===== src/rtl/hrx_pkg.sv =====
package hrx_pkg;

    localparam int unsigned CHAR_W = 8;

    typedef logic [CHAR_W-1:0] char_t;

    // One queue slot: character plus the status that travels with it.
    typedef struct packed {
        logic  ovr;
        logic  crc;
        logic  eof;
        char_t data;
    } rx_entry_t;

    // A CRC verdict is only meaningful on the closing character.
    function automatic rx_entry_t make_entry(char_t d, logic last, logic crc_bad);
        rx_entry_t e;
        e.data = d;
        e.eof  = last;
        e.crc  = last & crc_bad;
        e.ovr  = 1'b0;
        return e;
    endfunction

    // Truncation: the entry becomes the end of its frame and records the loss.
    function automatic rx_entry_t tag_overrun(rx_entry_t e);
        rx_entry_t t;
        t     = e;
        t.ovr = 1'b1;
        t.eof = 1'b1;
        return t;
    endfunction

endpackage


===== src/rtl/hrx_store.sv =====
module hrx_store
    import hrx_pkg::*;
#(
    parameter int unsigned DEPTH = 16
) (
    input  logic      clk,
    input  logic      rst,
    input  logic      flush,
    input  logic      push,
    input  logic      pop,
    input  logic      mark,
    input  rx_entry_t wr_entry,
    output rx_entry_t head,
    output logic      empty,
    output logic      full
);

    localparam int unsigned AW = (DEPTH > 1) ? $clog2(DEPTH) : 1;
    localparam int unsigned CW = $clog2(DEPTH + 1);
    localparam logic [AW-1:0] LAST_IDX = AW'(DEPTH - 1);

    rx_entry_t      mem [DEPTH];
    logic [AW-1:0]  wr_ptr, rd_ptr, newest_ptr;
    logic [CW-1:0]  count;
    logic           do_push, do_pop;

    function automatic logic [AW-1:0] bump(logic [AW-1:0] p);
        return (p == LAST_IDX) ? '0 : p + 1'b1;
    endfunction

    assign do_push    = push & ~full;
    assign do_pop     = pop & ~empty;
    assign newest_ptr = (wr_ptr == '0) ? LAST_IDX : wr_ptr - 1'b1;
    assign empty      = (count == '0);
    assign full       = (count == CW'(DEPTH));
    assign head       = mem[rd_ptr];

    always_ff @(posedge clk) begin
        if (rst || flush) begin
            wr_ptr <= '0;
            rd_ptr <= '0;
            count  <= '0;
        end else begin
            if (do_push) wr_ptr <= bump(wr_ptr);
            if (do_pop)  rd_ptr <= bump(rd_ptr);
            count <= count + CW'(do_push) - CW'(do_pop);
        end
    end

    // Storage carries no reset: pointers alone define validity.
    always_ff @(posedge clk) begin
        if (do_push) begin
            mem[wr_ptr] <= wr_entry;
        end else if (mark && !empty) begin
            mem[newest_ptr] <= tag_overrun(mem[newest_ptr]);
        end
    end

    AST_NO_OVERFLOW: assert property (@(posedge clk) disable iff (rst) push |-> !full);
    AST_MARK_WHEN_FULL: assert property (@(posedge clk) disable iff (rst) mark |-> full);
    AST_COUNT_BOUND: assert property (@(posedge clk) disable iff (rst) count <= CW'(DEPTH));
    AST_PUSH_FILLS: assert property (@(posedge clk) disable iff (rst || flush) (push && !pop) |=> !empty);

endmodule


===== src/rtl/hrx_admit.sv =====
module hrx_admit (
    input  logic clk,
    input  logic rst,
    input  logic en,
    input  logic in_valid,
    input  logic in_eof,
    input  logic in_sof,
    input  logic full,
    output logic push,
    output logic mark,
    output logic in_frame
);

    logic dropping;
    logic drop_now;
    logic accept;

    // A frame start ends a discard in the same cycle.
    assign drop_now = dropping & ~in_sof;
    assign accept   = en & in_valid & ~drop_now;
    assign push     = accept & ~full;
    assign mark     = accept & full;

    always_ff @(posedge clk) begin
        if (rst || !en) begin
            dropping <= 1'b0;
            in_frame <= 1'b0;
        end else begin
            if (mark)
                dropping <= 1'b1;
            else if (in_sof)
                dropping <= 1'b0;

            if (in_valid && in_eof)
                in_frame <= 1'b0;
            else if (in_sof)
                in_frame <= 1'b1;
        end
    end

    AST_OVR_STARTS_DROP: assert property (@(posedge clk) disable iff (rst) mark |=> dropping);
    AST_DROP_BLOCKS: assert property (@(posedge clk) disable iff (rst) (dropping && !in_sof) |-> !(push || mark));
    AST_EOF_ENDS_FRAME: assert property (@(posedge clk) disable iff (rst) (en && in_valid && in_eof) |=> !in_frame);
    AST_SOF_OPENS_FRAME: assert property (@(posedge clk) disable iff (rst) (en && in_sof && !(in_valid && in_eof)) |=> in_frame);

endmodule


===== src/rtl/hrx_status.sv =====
module hrx_status
    import hrx_pkg::*;
(
    input  logic      clk,
    input  logic      rst,
    input  logic      en,
    input  logic      rd_req,
    input  logic      empty,
    input  rx_entry_t head,
    output logic      pop,
    output rx_entry_t shown
);

    assign pop = en & rd_req & ~empty;

    always_ff @(posedge clk) begin
        if (rst || !en) begin
            shown <= '0;
        end else if (rd_req) begin
            if (empty)
                shown.data <= '0;
            else
                shown <= head;
        end
    end

    AST_EMPTY_READ_HOLDS: assert property (@(posedge clk) disable iff (rst)
        (en && rd_req && empty) |=> (shown.data == '0 && $stable(shown.eof) && $stable(shown.crc) && $stable(shown.ovr)));
    AST_DISABLE_CLEARS: assert property (@(posedge clk) disable iff (rst)
        !en |=> (shown == '0));

endmodule


===== src/rtl/hrx_rx_fifo.sv =====
module hrx_rx_fifo
    import hrx_pkg::*;
#(
    parameter int unsigned DEPTH = 16
) (
    input  logic              clk,
    input  logic              rst,
    input  logic              rx_en,
    input  logic              in_valid,
    input  logic [CHAR_W-1:0] in_data,
    input  logic              in_eof,
    input  logic              in_crc_bad,
    input  logic              in_sof,
    input  logic              rd_req,
    output logic [CHAR_W-1:0] rd_data,
    output logic              rd_eof,
    output logic              rd_crc_err,
    output logic              rd_overrun,
    output logic              in_frame,
    output logic              fifo_empty,
    output logic              fifo_full
);

    logic      push, mark, pop;
    rx_entry_t head, shown;

    hrx_admit u_admit (
        .clk      (clk),
        .rst      (rst),
        .en       (rx_en),
        .in_valid (in_valid),
        .in_eof   (in_eof),
        .in_sof   (in_sof),
        .full     (fifo_full),
        .push     (push),
        .mark     (mark),
        .in_frame (in_frame)
    );

    hrx_store #(.DEPTH(DEPTH)) u_store (
        .clk      (clk),
        .rst      (rst),
        .flush    (~rx_en),
        .push     (push),
        .pop      (pop),
        .mark     (mark),
        .wr_entry (make_entry(in_data, in_eof, in_crc_bad)),
        .head     (head),
        .empty    (fifo_empty),
        .full     (fifo_full)
    );

    hrx_status u_status (
        .clk    (clk),
        .rst    (rst),
        .en     (rx_en),
        .rd_req (rd_req),
        .empty  (fifo_empty),
        .head   (head),
        .pop    (pop),
        .shown  (shown)
    );

    assign rd_data    = shown.data;
    assign rd_eof     = shown.eof;
    assign rd_crc_err = shown.crc;
    assign rd_overrun = shown.ovr;

    AST_CRC_WITH_EOF: assert property (@(posedge clk) disable iff (rst) rd_crc_err |-> rd_eof);
    AST_RESET_STATE: assert property (@(posedge clk) $past(rst) |-> (fifo_empty && !in_frame && rd_data == '0));

endmodule


===== config.mk =====
export PLATFORM = sky130hd
export DESIGN_NAME = hrx_rx_fifo
export DESIGN_NICKNAME = d
export VERILOG_FILES = /design/src/rtl/hrx_pkg.sv /design/src/rtl/hrx_store.sv /design/src/rtl/hrx_admit.sv /design/src/rtl/hrx_status.sv /design/src/rtl/hrx_rx_fifo.sv
export SDC_FILE = /design/constraint.sdc
export NUM_CORES = 1
export LEC_CHECK = 0
export ABC_AREA = 1
export BUFFER_PORTS_ARGS = -buffer_cell sky130_fd_sc_hd__clkbuf_2
export CAP_MARGIN = 15
export CORE_UTILIZATION = 37
export DETAILED_ROUTE_END_ITERATION = 7
export HOLD_SLACK_MARGIN = 0.02
export PLACE_DENSITY = 0.55
export SLEW_MARGIN = 20
export SYNTH_ARGS = -nofsm -noshare
export SYNTH_HDL_FRONTEND = slang
export SYNTH_SLANG_ARGS = --single-unit

===== constraint.sdc =====
create_clock -name clk -period 4 [get_ports clk]
set_input_delay 0.6 -clock clk [delete_from_list [all_inputs] [get_ports clk]]
set_output_delay 0.6 -clock clk [all_outputs]
set_load 0.01 [all_outputs]

==> results_dict.tcl, run 1 <==
set metrics [dict create \
    placed_cells 1257 \
    postRouteAntennaNets 0 \
    grt_overflow 0 \
    synth_seq_area_share 0.6467 \
    post-route-period-util 0.6948 \
    switchingPower_uw 1134 \
    slew_violations 0 \
    htreeDepth 1 \
    dpl.hpwl_um 13030 \
    die_y_um 158.8 \
    setup.worst_path.start_class "flop" \
    cts_hold_buf 0 \
    final_area_um2 10400 \
    rsz0062_at_grt "false" \
    dieArea_um2 25230 \
    clock_path_buffers 3 \
    worstPathArrival_ns 3.17 \
    clk_latency_ns 0.50 \
    comb_power_share 0.092 \
    initialDrtViolationCount 398 \
    core.rowCount 57 \
    synth.top_cell.area_share 0.5807 \
    placed_area_um2 9688 \
    cts_resized 0 \
    syn_inst 916 \
    synth_nets 942 \
    start_util 0.3753 \
    leakage_uw 0.004215 \
    numCtsBuffers 23 \
    clock-sinks 206 \
    required_ns 4.39 \
    synth_seq_cells 206 \
    first_global_vias 5997 \
    violations "design-rule violations" \
    tritoncts "yes" \
    hp-class "input pin to flop" \
    yosys-top-cells-area "edfxtp_1, nand2_1, nand3_1" \
    setup_tns_ns 0 \
    core-area_um2 24250 \
    rrSetupSlack_ns 1.22 \
    antenna_found_initial 0 \
    grtUsageTotal 0.1740 \
    p_per_area_nw_per_um2 466.8 \
    nets 984 \
    power.share.switching 0.2336 \
    grt_max_degree 65 \
    wl_per_cell_um 16.41 \
    drt-vias-per-instance 4.732 \
    drt_wl_total_um 21300 \
    fin_cells 1298 \
    p_int_uw 3721 \
    ir_worst_vdd_mv 0.2305 \
    synth_cell_types 33 \
    timing.rr.end "u_store.count[4]" \
    synth_top_area_cell "edfxtp_1" \
    min_from "in_eof" \
    whs_path_depth 2 \
    syn_area_per_cell_um2 9.936 \
    cts_setup_buffers 0 \
    worstMarginPinSlew_ns 0.8622 \
    die_w_um 158.8 \
    dr.pass1.iters 6 \
    grt_pass1_wl_um 33740 \
    skew_ns 0.007829 \
    clk_pin_slew_worst_paths_ns 0.06 \
    setup_viol 0 \
    drc_errors 2 \
    crit_top_cell "inv_1" \
    status "finished, violations left" \
    hold-path-endpoint "u_admit.in_frame" \
    final_layout_size_suffix_gt1_frac 0.1170 \
    hold_viol 0 \
    crit_type "flop to flop" \
    vias 6142 \
    cap_violations 0 \
    ys_warn_count 0 \
    path_cells "inv_1, ha_1, nand4_1, nand2_1, inv_1, buf_4, nand2_1, inv_1, ha_1, inv_1, ha_1, fa_1, nand3_1, nand2_1, o21ai_0, a21oi_1" \
    fin_crit_ns 2.779 \
    critPathCaptureType "flop" \
    cts_root_buffer "clkbuf_16" \
    ff2ff_path_depth 16 \
    max_clock_freq_ghz 0.3598 \
    max_slew_margin 0.4231 \
    numPortBuffers 29 \
    globalplace.congestion 0.8215 \
    area_growth_pct 14.28 \
    mostFrequentLayoutCell "nand2_1" \
    reg2reg_from "u_store.count[3]" \
    slowest_stage "fa_1" \
    p_seq_frac 0.494 \
    antennaDiodeCount 0 \
    crit_path_max_incr_delay_ns 0.43 \
    pwr-share-clk 0.414 \
    netlist_area_um2 9101 \
    ios 30 \
    cp_max_fo 16 \
    most-common-layout-cells "nand2_1, edfxtp_1, inv_1" \
]
-- power by group through the flow --
| stage | Sequential, µW | Combinational [µW] | Clock [µW] |
|---|---|---|---|
| after CTS | 2400 | 451 | 2050 |
| after global placement | 2450 | 447 | 0 |
| after floorplan | 2440 | 305 | 0 |
| final | 2400 | 445 | 2010 |
| after global routing | 2400 | 501 | 2140 |
| after detailed placement | 2450 | 448 | 0 |
-- metrics by stage --
step	power, µW	setup slack (ns)	util	hold slack, ns
after detailed placement	2894	1.095	0.3995	0.4582
final	4855	1.221	0.4289	0.3052
after global placement	2893	1.123	0.3995	0.4539
after floorplan	2741	1.545	-	0.4604
after global routing	5041	0.9322	0.4289	0.3111
after CTS	4897	1.183	0.4289	0.2956
-- logic make-up after synthesis --
logic type	count (synthesis)	synth area share
AND/OR/NAND/NOR	461	0.2230
adder cells (fa/ha/maj)	10	0.01457
flip-flops	206	0.6467
XOR/XNOR	4	0.003850
buffers and inverters	178	0.07602
AO/OA/AOI/OAI	57	0.03588
-- critical path: cells and delay by family (launching register included) --
family / cells / cell delay [ns]
simple gates: 5 / 0.56
flops: 1 / 0.32
fa+ha+maj: 4 / 1.13
compound gates: 2 / 0.20
buf+inv: 5 / 0.46
-- cells in the mapped netlist --
| cell | count |
|---|---|
| a21oi_1 | 19 |
| buf_1 | 3 |
| buf_2 | 13 |
| buf_4 | 2 |
| clkbuf_1 | 21 |
| clkinv_1 | 1 |
| dfxtp_1 | 30 |
| edfxtp_1 | 176 |
| fa_1 | 1 |
| ha_1 | 9 |
| inv_1 | 134 |
| inv_2 | 4 |
| nand2_1 | 212 |
| nand2_2 | 8 |
| nand2_4 | 1 |
| nand3_1 | 128 |
| nand3_2 | 2 |
| nand3_4 | 1 |
| nand3b_1 | 1 |
| nand4_1 | 2 |
| nand4_4 | 1 |
| nor2_1 | 77 |
| nor2_2 | 1 |
| nor2_4 | 1 |
| nor2_8 | 1 |
| nor3_1 | 24 |
| o211ai_1 | 3 |
| o21ai_0 | 30 |
| o21ai_2 | 3 |
| o21ai_4 | 2 |
| or2_2 | 1 |
| xnor2_1 | 2 |
| xor2_1 | 2 |
-- state kept, by name, summed over array words and instances (netlist names), named ones only --
signal	cells
u_store.mem	176
u_store.rd_ptr	4
u_admit.in_frame	1
u_status.shown	11
u_store.wr_ptr	4
u_store.count	5
u_admit.dropping	1
-- how the worst max path moves through the flow --
stage                     start           endpoint  slack (ns)
4_1_cts        u_store.count[3]   u_store.count[4]        1.18
3_3_place_gp             in_sof  u_store.mem[3][4]        1.12
6_report       u_store.count[3]   u_store.count[4]        1.22
2_1_floorplan            in_sof  u_store.mem[9][0]        1.54
3_5_place_dp             in_sof  u_store.mem[0][1]        1.10
5_1_grt                    flop  u_status.shown[6]        0.93
-- routing by layer --
metal	wire length, µm	share of wire	GRT usage
met5	0	0	0
met4	485	0.023	0.05075
met3	977	0.046	0.02482
met2	9664	0.45	0.2773
met1	10170	0.48	0.2461
-- area by class of cell --
type	count	area [µm²]
Sequential cell	206	5888
Inverter	139	523.0
Timing Repair Buffer	56	347.8
Clock inverter	7	86.33
Clock buffer	34	626.9
Fill cell	2335	13850
Tap cell	324	405.4
Multi-Input combinational cell	532	2524
No activity file was read; power rests on OpenSTA's default activity.
==> run 2: changes to the inputs <==
Settings changed: ABC_AREA 1 to 0, PLACE_DENSITY 0.55 to 0.57.
Clock period 4 ns to 2.5 ns, I/O delays scaled along.
==> results_dict.tcl, run 2 <==
set metrics [dict create \
    max_slew_margin 0.3133 \
    critPathCaptureType "flop" \
    synth_seq_area_share 0.7062 \
    first_global_vias 4828 \
    worstPathArrival_ns 3.09 \
    die_w_um 152.1 \
    numCtsBuffers 23 \
    synth_seq_cells 206 \
    antenna_found_initial 0 \
    core-area_um2 21960 \
    synth_top_area_cell "edfxtp_1" \
    tritoncts "yes" \
    grt_pass1_wl_um 28380 \
    numPortBuffers 29 \
    clk_pin_slew_worst_paths_ns 0.06 \
    dr.pass1.iters 6 \
    ys_async_sr_fraction 0 \
    max_clock_freq_ghz 0.3756 \
    drt_wl_total_um 18220 \
    yosysMostFrequentCell "edfxtp_1" \
    post-route-period-util 1.065 \
    total_power_uw 7686 \
    final_layout_size_suffix_gt1_frac 0.3374 \
    status "finished, violations left" \
    initialDrtViolationCount 301 \
    synth-main-ff-cell "edfxtp_1" \
    area_growth_pct 20.42 \
    postRouteAntennaNets 0 \
    rsz0062_at_grt "true" \
    slew_violations 0 \
    dieArea_um2 23130 \
    setup_viol 1 \
    worst_slack_ns -0.1625 \
    core.rowCount 54 \
    leakage_uw 0.003316 \
    violations "design-rule violations, negative setup slack" \
    cp_max_fo 2 \
    grt_max_degree 36 \
    regMostFlops "u_store.mem" \
    wl_per_cell_um 21.31 \
    synth_top_cells_by_count "edfxtp_1, mux4_2, dfxtp_1, nor2_1, a21oi_1" \
    htreeDepth 1 \
    synth.top_cell.area_share 0.6341 \
    synth_cell_types 49 \
    synth_edf_count 176 \
    top_regs "u_store.mem (176), u_status.shown (11), u_store.count (5)" \
    crit_path_max_incr_delay_ns 0.45 \
    drc_errors 4 \
    ys_warn_count 0 \
    fin_crit_ns 2.662 \
    synth_nets 505 \
    start_util 0.3795 \
    netlist_area_um2 8334 \
    skew_ns 0.008317 \
    cts_root_buffer "clkbuf_16" \
    hold_viol 0 \
    worstMarginPinSlew_ns 1.026 \
    clk_latency_ns 0.50 \
    syn_inst 479 \
    cap_violations 0 \
    crit_type "flop to flop" \
    ir_worst_vdd_mv 0.5420 \
    path_delay_family "simple AND/OR/NAND/NOR gates" \
    grt_overflow 0 \
    required_ns 2.93 \
    die_y_um 152.1 \
    crit_top_cell "ha_4" \
    dp_slack_ns -0.2558 \
    vias 4550 \
    grtUsageTotal 0.1638 \
    path_cells "inv_2, ha_4, or4b_4, and3_4, ha_4, inv_2, ha_4, fa_2, a21oi_2, nor2_1, or3_1, a21oi_2" \
    dpl.hpwl_um 11910 \
    syn_area_per_cell_um2 17.40 \
    nets 585 \
    clock-sinks 206 \
    p_per_area_nw_per_um2 765.8 \
    yosys-top-cells-area "edfxtp_1, mux4_2, dfxtp_1" \
    slowest_stage "or4b_4" \
    most-common-layout-cells "edfxtp_1, mux4_2, buf_4" \
    largest_register_ffs 176 \
    globalplace.congestion 0.7572 \
    mostFrequentLayoutCell "edfxtp_1" \
    crit_buf_inv 2 \
    final_util 0.4570 \
    ios 30 \
    clock_path_buffers 3 \
    antennaDiodeCount 0 \
    drt-vias-per-instance 5.322 \
    hp-class "input pin to flop" \
    setup.worst_path.start_class "flop" \
]
-- run 2: cell types whose count changed after synthesis, moves of 8 or more --
cell	delta
nand2_1	-196
clkbuf_1	-12
mux2i_1	+14
mux4_2	+47
nor3_1	-18
nand2_2	-8
nor2b_1	+11
nand3_1	-120
inv_1	-121
o21ai_0	-22
nor2_1	-47
-- run 2: kinds of logic (layout without fill, tap and decap cells) --
group / count (synthesis) / in the layout / share of synthesized area
AOI/OAI and AO/OA: 61 / 61 / 0.04519
and+or+nand+nor: 99 / 99 / 0.06336
adders and majority gates: 10 / 10 / 0.01591
muxes: 61 / 61 / 0.1438
buffers and inverters: 36 / 132 / 0.01921
xor gates and xnor gates: 6 / 6 / 0.006305
DFF: 206 / 206 / 0.7062
-- run 2: worst register-to-register path, cell delays in order (launching register included) --
cell and delay (ns):
dfxtp_2 0.33, inv_2 0.07, ha_4 0.13, or4b_4 0.45, and3_4 0.18, ha_4 0.25, inv_2 0.03, ha_4 0.15
fa_2 0.34, a21oi_2 0.14, nor2_1 0.05, or3_1 0.35, a21oi_2 0.11
-- run 2: layer usage --
metal	share of wire	global-route usage
met1	0.42	0.2128
met2	0.50	0.2800
met3	0.050	0.02596
met4	0.025	0.05685
met5	0	0
-- run 2: where the power goes --
part           total, µW  internal [µW]  switching [µW]  leakage (µW)
registers           3820           3800            20.4       0.00183
clock network       3210           1920            1300      0.000353
logic                655            283             372       0.00114
total               7690           6000            1690       0.00332
-- run 2: worst paths after layout --
check	start	to	slack, ns	depth (start not counted)
max	u_store.count[2]	u_store.count[4]	-0.16	12
min	in_valid	u_admit.in_frame	0.09	2
max reg2reg	u_store.count[2]	u_store.count[4]	-0.16	12
min reg2reg	u_status.shown[9]	u_status.shown[9]	0.47	2
-- run 2: cell type report --
class,count,area (µm²)
Fill cell,1909,11920
Clock buffer,28,604.3
Clock inverter,13,112.6
Tap cell,280,350.3
Sequential cell,206,5891
Timing Repair Buffer,78,613.1
Multi-Input combinational cell,237,2416
Inverter,13,48.80
-- run 2: what timing repair did --
item | 4_1_cts | 5_1_grt
setup endpoints to repair | 2 | 34
gates cloned | 0 | 0
setup buffers | 2 | 1
pin swaps | 8 | 3
resized for setup | 1 | 4
hold buffers | 0 | 0
-- run 2: per-stage QoR --
step	instance area, µm²	TNS [ns]	std cells	hold WS [ns]
floorplan	8426	-0.3001	479	0.4696
global placement	9253	-0.1849	811	0.4683
detailed placement	9253	-0.2583	811	0.4729
CTS	9995	-0.2041	854	0.06533
global route	10040	-0.2517	855	0.08859
finish	10040	-0.1625	855	0.08725
==> run 3: changes to the inputs <==
Settings changed: PLACE_DENSITY 0.57 to 0.55, SYNTH_HIERARCHICAL set to 1.
Clock period 2.5 ns to 2.9 ns, I/O delays scaled along.
==> results_dict.tcl, run 3 <==
set metrics [dict create \
    drt-vias-per-instance 5.279 \
    yosys-top-cells-area "edfxtp_1, mux4_2, dfxtp_1" \
    synth_seq_area_share 0.6858 \
    antennaDiodeCount 0 \
    cts_root_buffer "clkbuf_16" \
    htreeDepth 1 \
    grt_use_met1 0.2163 \
    clk_latency_ns 0.49 \
    worst_slack_ns -0.05926 \
    clk_pin_slew_worst_paths_ns 0.06 \
    grt_max_degree 45 \
    use_met3 0.02185 \
    slowest_stage "or4b_4" \
    rrSetupSlack_ns -0.06 \
    final_layout_size_suffix_gt1_frac 0.3815 \
    regMostFlops "u_store/mem" \
    path_cells "inv_2, ha_4, or4b_4, inv_4, and2b_1, and2_4, nand2_4, inv_2, ha_4, inv_2, ha_4, fa_2, a21oi_2, nor2_1, or3_1, a21oi_1" \
    core.rowCount 55 \
    ys_async_sr_fraction 0 \
    netlist_area_um2 8582 \
    drt_wl_total_um 17160 \
    initialDrtViolationCount 343 \
    timing.rr.end "u_store/count[4]" \
    synth_cell_types 54 \
    violations "negative setup slack" \
    status "finished, violations left" \
    reg2reg_from "u_store/count[2]" \
    nets 585 \
    crit_path_max_incr_delay_ns 0.48 \
    slew_violations 0 \
    synth_nets 508 \
    yosysMostFrequentCell "edfxtp_1" \
    mostFrequentLayoutCell "edfxtp_1" \
    postRouteAntennaNets 0 \
    grtUsageMet2 0.2303 \
    ys_warn_count 6 \
    hp-class "input pin to flop" \
    dieArea_um2 23810 \
    syn_inst 482 \
    numPortBuffers 29 \
    grt_pass1_wl_um 26580 \
    min_from "in_eof" \
    area_growth_pct 18.92 \
    worstPathArrival_ns 3.39 \
    globalplace.congestion 0.8233 \
    p_per_area_nw_per_um2 575.1 \
    synth-main-ff-cell "edfxtp_1" \
    hold_viol 0 \
    grtUsageTotal 0.1476 \
    ios 30 \
    grt_overflow 0 \
    grt_busiest_layer "met2" \
    start_util 0.3779 \
    first_global_vias 4517 \
    dr.pass1.iters 5 \
    syn_area_per_cell_um2 17.80 \
    clock-sinks 206 \
    synth_top_area_cell "edfxtp_1" \
    crit_type "flop to flop" \
    wl_per_cell_um 19.97 \
    dpl.hpwl_um 11960 \
    leakage_uw 0.003290 \
    clock_path_buffers 3 \
    ff2ff_path_depth 16 \
    antenna_found_initial 1 \
    core-area_um2 22710 \
    numCtsBuffers 21 \
    setup.worst_path.start_class "flop" \
    required_ns 3.33 \
    largest_register_ffs 176 \
    die_w_um 154.3 \
    critPathCaptureType "flop" \
    whs_path_depth 2 \
    cp_max_fo 2 \
    worstMarginPinSlew_ns 0.8294 \
    synth_edf_count 176 \
    max_slew_margin 0.4463 \
    drc_errors 0 \
    cap_violations 0 \
    max_clock_freq_ghz 0.3379 \
    synth_seq_cells 206 \
    top_regs "u_store/mem (176), u_status/shown (11), u_store/count (5)" \
    die_y_um 154.3 \
    skew_ns 0.008611 \
    ir_worst_vdd_mv 0.2412 \
    synth_top_cells_by_count "edfxtp_1, mux4_2, dfxtp_1" \
    tritoncts "yes" \
    most-common-layout-cells "edfxtp_1, mux4_2, buf_4" \
    fin_crit_ns 2.959 \
    post-route-period-util 1.020 \
    dp_slack_ns -0.1634 \
    setup_tns_ns -0.05926 \
    rsz0062_at_grt "true" \
    vias 4535 \
    synth.top_cell.area_share 0.6158 \
    setup_viol 1 \
    hold-path-endpoint "u_admit/in_frame" \
]
## run 3: layout make-up
type,count,area (µm²)
flip-flops and latches,206,5891
fillers,1965,12500
clock inverters,14,83.83
multi-input cells,236,2661
inverters,14,55.05
well taps,285,356.6
repair buffers,80,621.8
clock buffers,24,536.8
## run 3: repair_timing
item,CTS,global route
buffers inserted,2,2
pin swaps,1,1
setup endpoints to repair,79,119
gates cloned,1,0
hold buffers,0,0
resized for setup,17,11
## run 3: stage by stage
stage	hold slack, ns	instances	cell area (µm²)	power [µW]	utilization
after floorplan	0.4637	482	8662	3405	-
after global placement	0.4609	816	9408	3472	0.4143
after detailed placement	0.4631	816	9408	3479	0.4143
after CTS	0.1568	857	10130	5932	0.4462
after global routing	0.1930	859	10210	6070	0.4494
final	0.1743	859	10210	5869	0.4494
## run 3: how the worst max path moves through the flow
| stage | to | slack, ns | cells past startpoint | start |
|---|---|---|---|---|
| global placement | u_store/count[4] | -0.09 | 16 | u_store/count[2] |
| finish | u_store/count[4] | -0.06 | 16 | u_store/count[2] |
| detailed placement | u_store/count[4] | -0.16 | 16 | u_store/count[2] |
| floorplan | u_store/count[4] | -0.33 | 18 | u_store/count[2] |
| CTS | u_store/count[4] | -0.07 | 16 | u_store/count[2] |
| global route | u_store/count[4] | -0.21 | 16 | u_store/count[2] |
## run 3: cells by family (layout without fill, tap and decap cells)
logic type      count (synthesis)  count (layout)  share of synthesized area
xor+xnor                        5               5                   0.005104
buf+inv                        40             132                    0.02420
flops                         206             206                     0.6858
mux                            62              62                     0.1531
compound gates                 69              69                    0.05642
simple gates                   89              89                    0.05949
fa+ha+maj                      10              10                    0.01545
other cells                     1               1                  0.0004370
## run 3: metal layers
layer / routed length, µm / vias to the layer above
met3: 932 / 24
met2: 7889 / 119
met1: 8043 / 2309
met4: 292 / 0
met5: 0 / -
li1: - / 2083
## run 3: critical path: cells and delay by family, from the launching register on
family / cells / cell delay [ns]
and+or+nand+nor: 6 / 1.25
DFF: 1 / 0.32
buffers and inverters: 4 / 0.21
adders and majority gates: 4 / 0.87
AOI/OAI and AO/OA: 2 / 0.24
## run 3: where the power goes
part	switching, µW	internal [µW]	leakage [µW]	total, µW
logic	118	70.9	0.00115	189
clock network	1100	1350	0.000308	2450
registers	6.21	3230	0.00183	3230
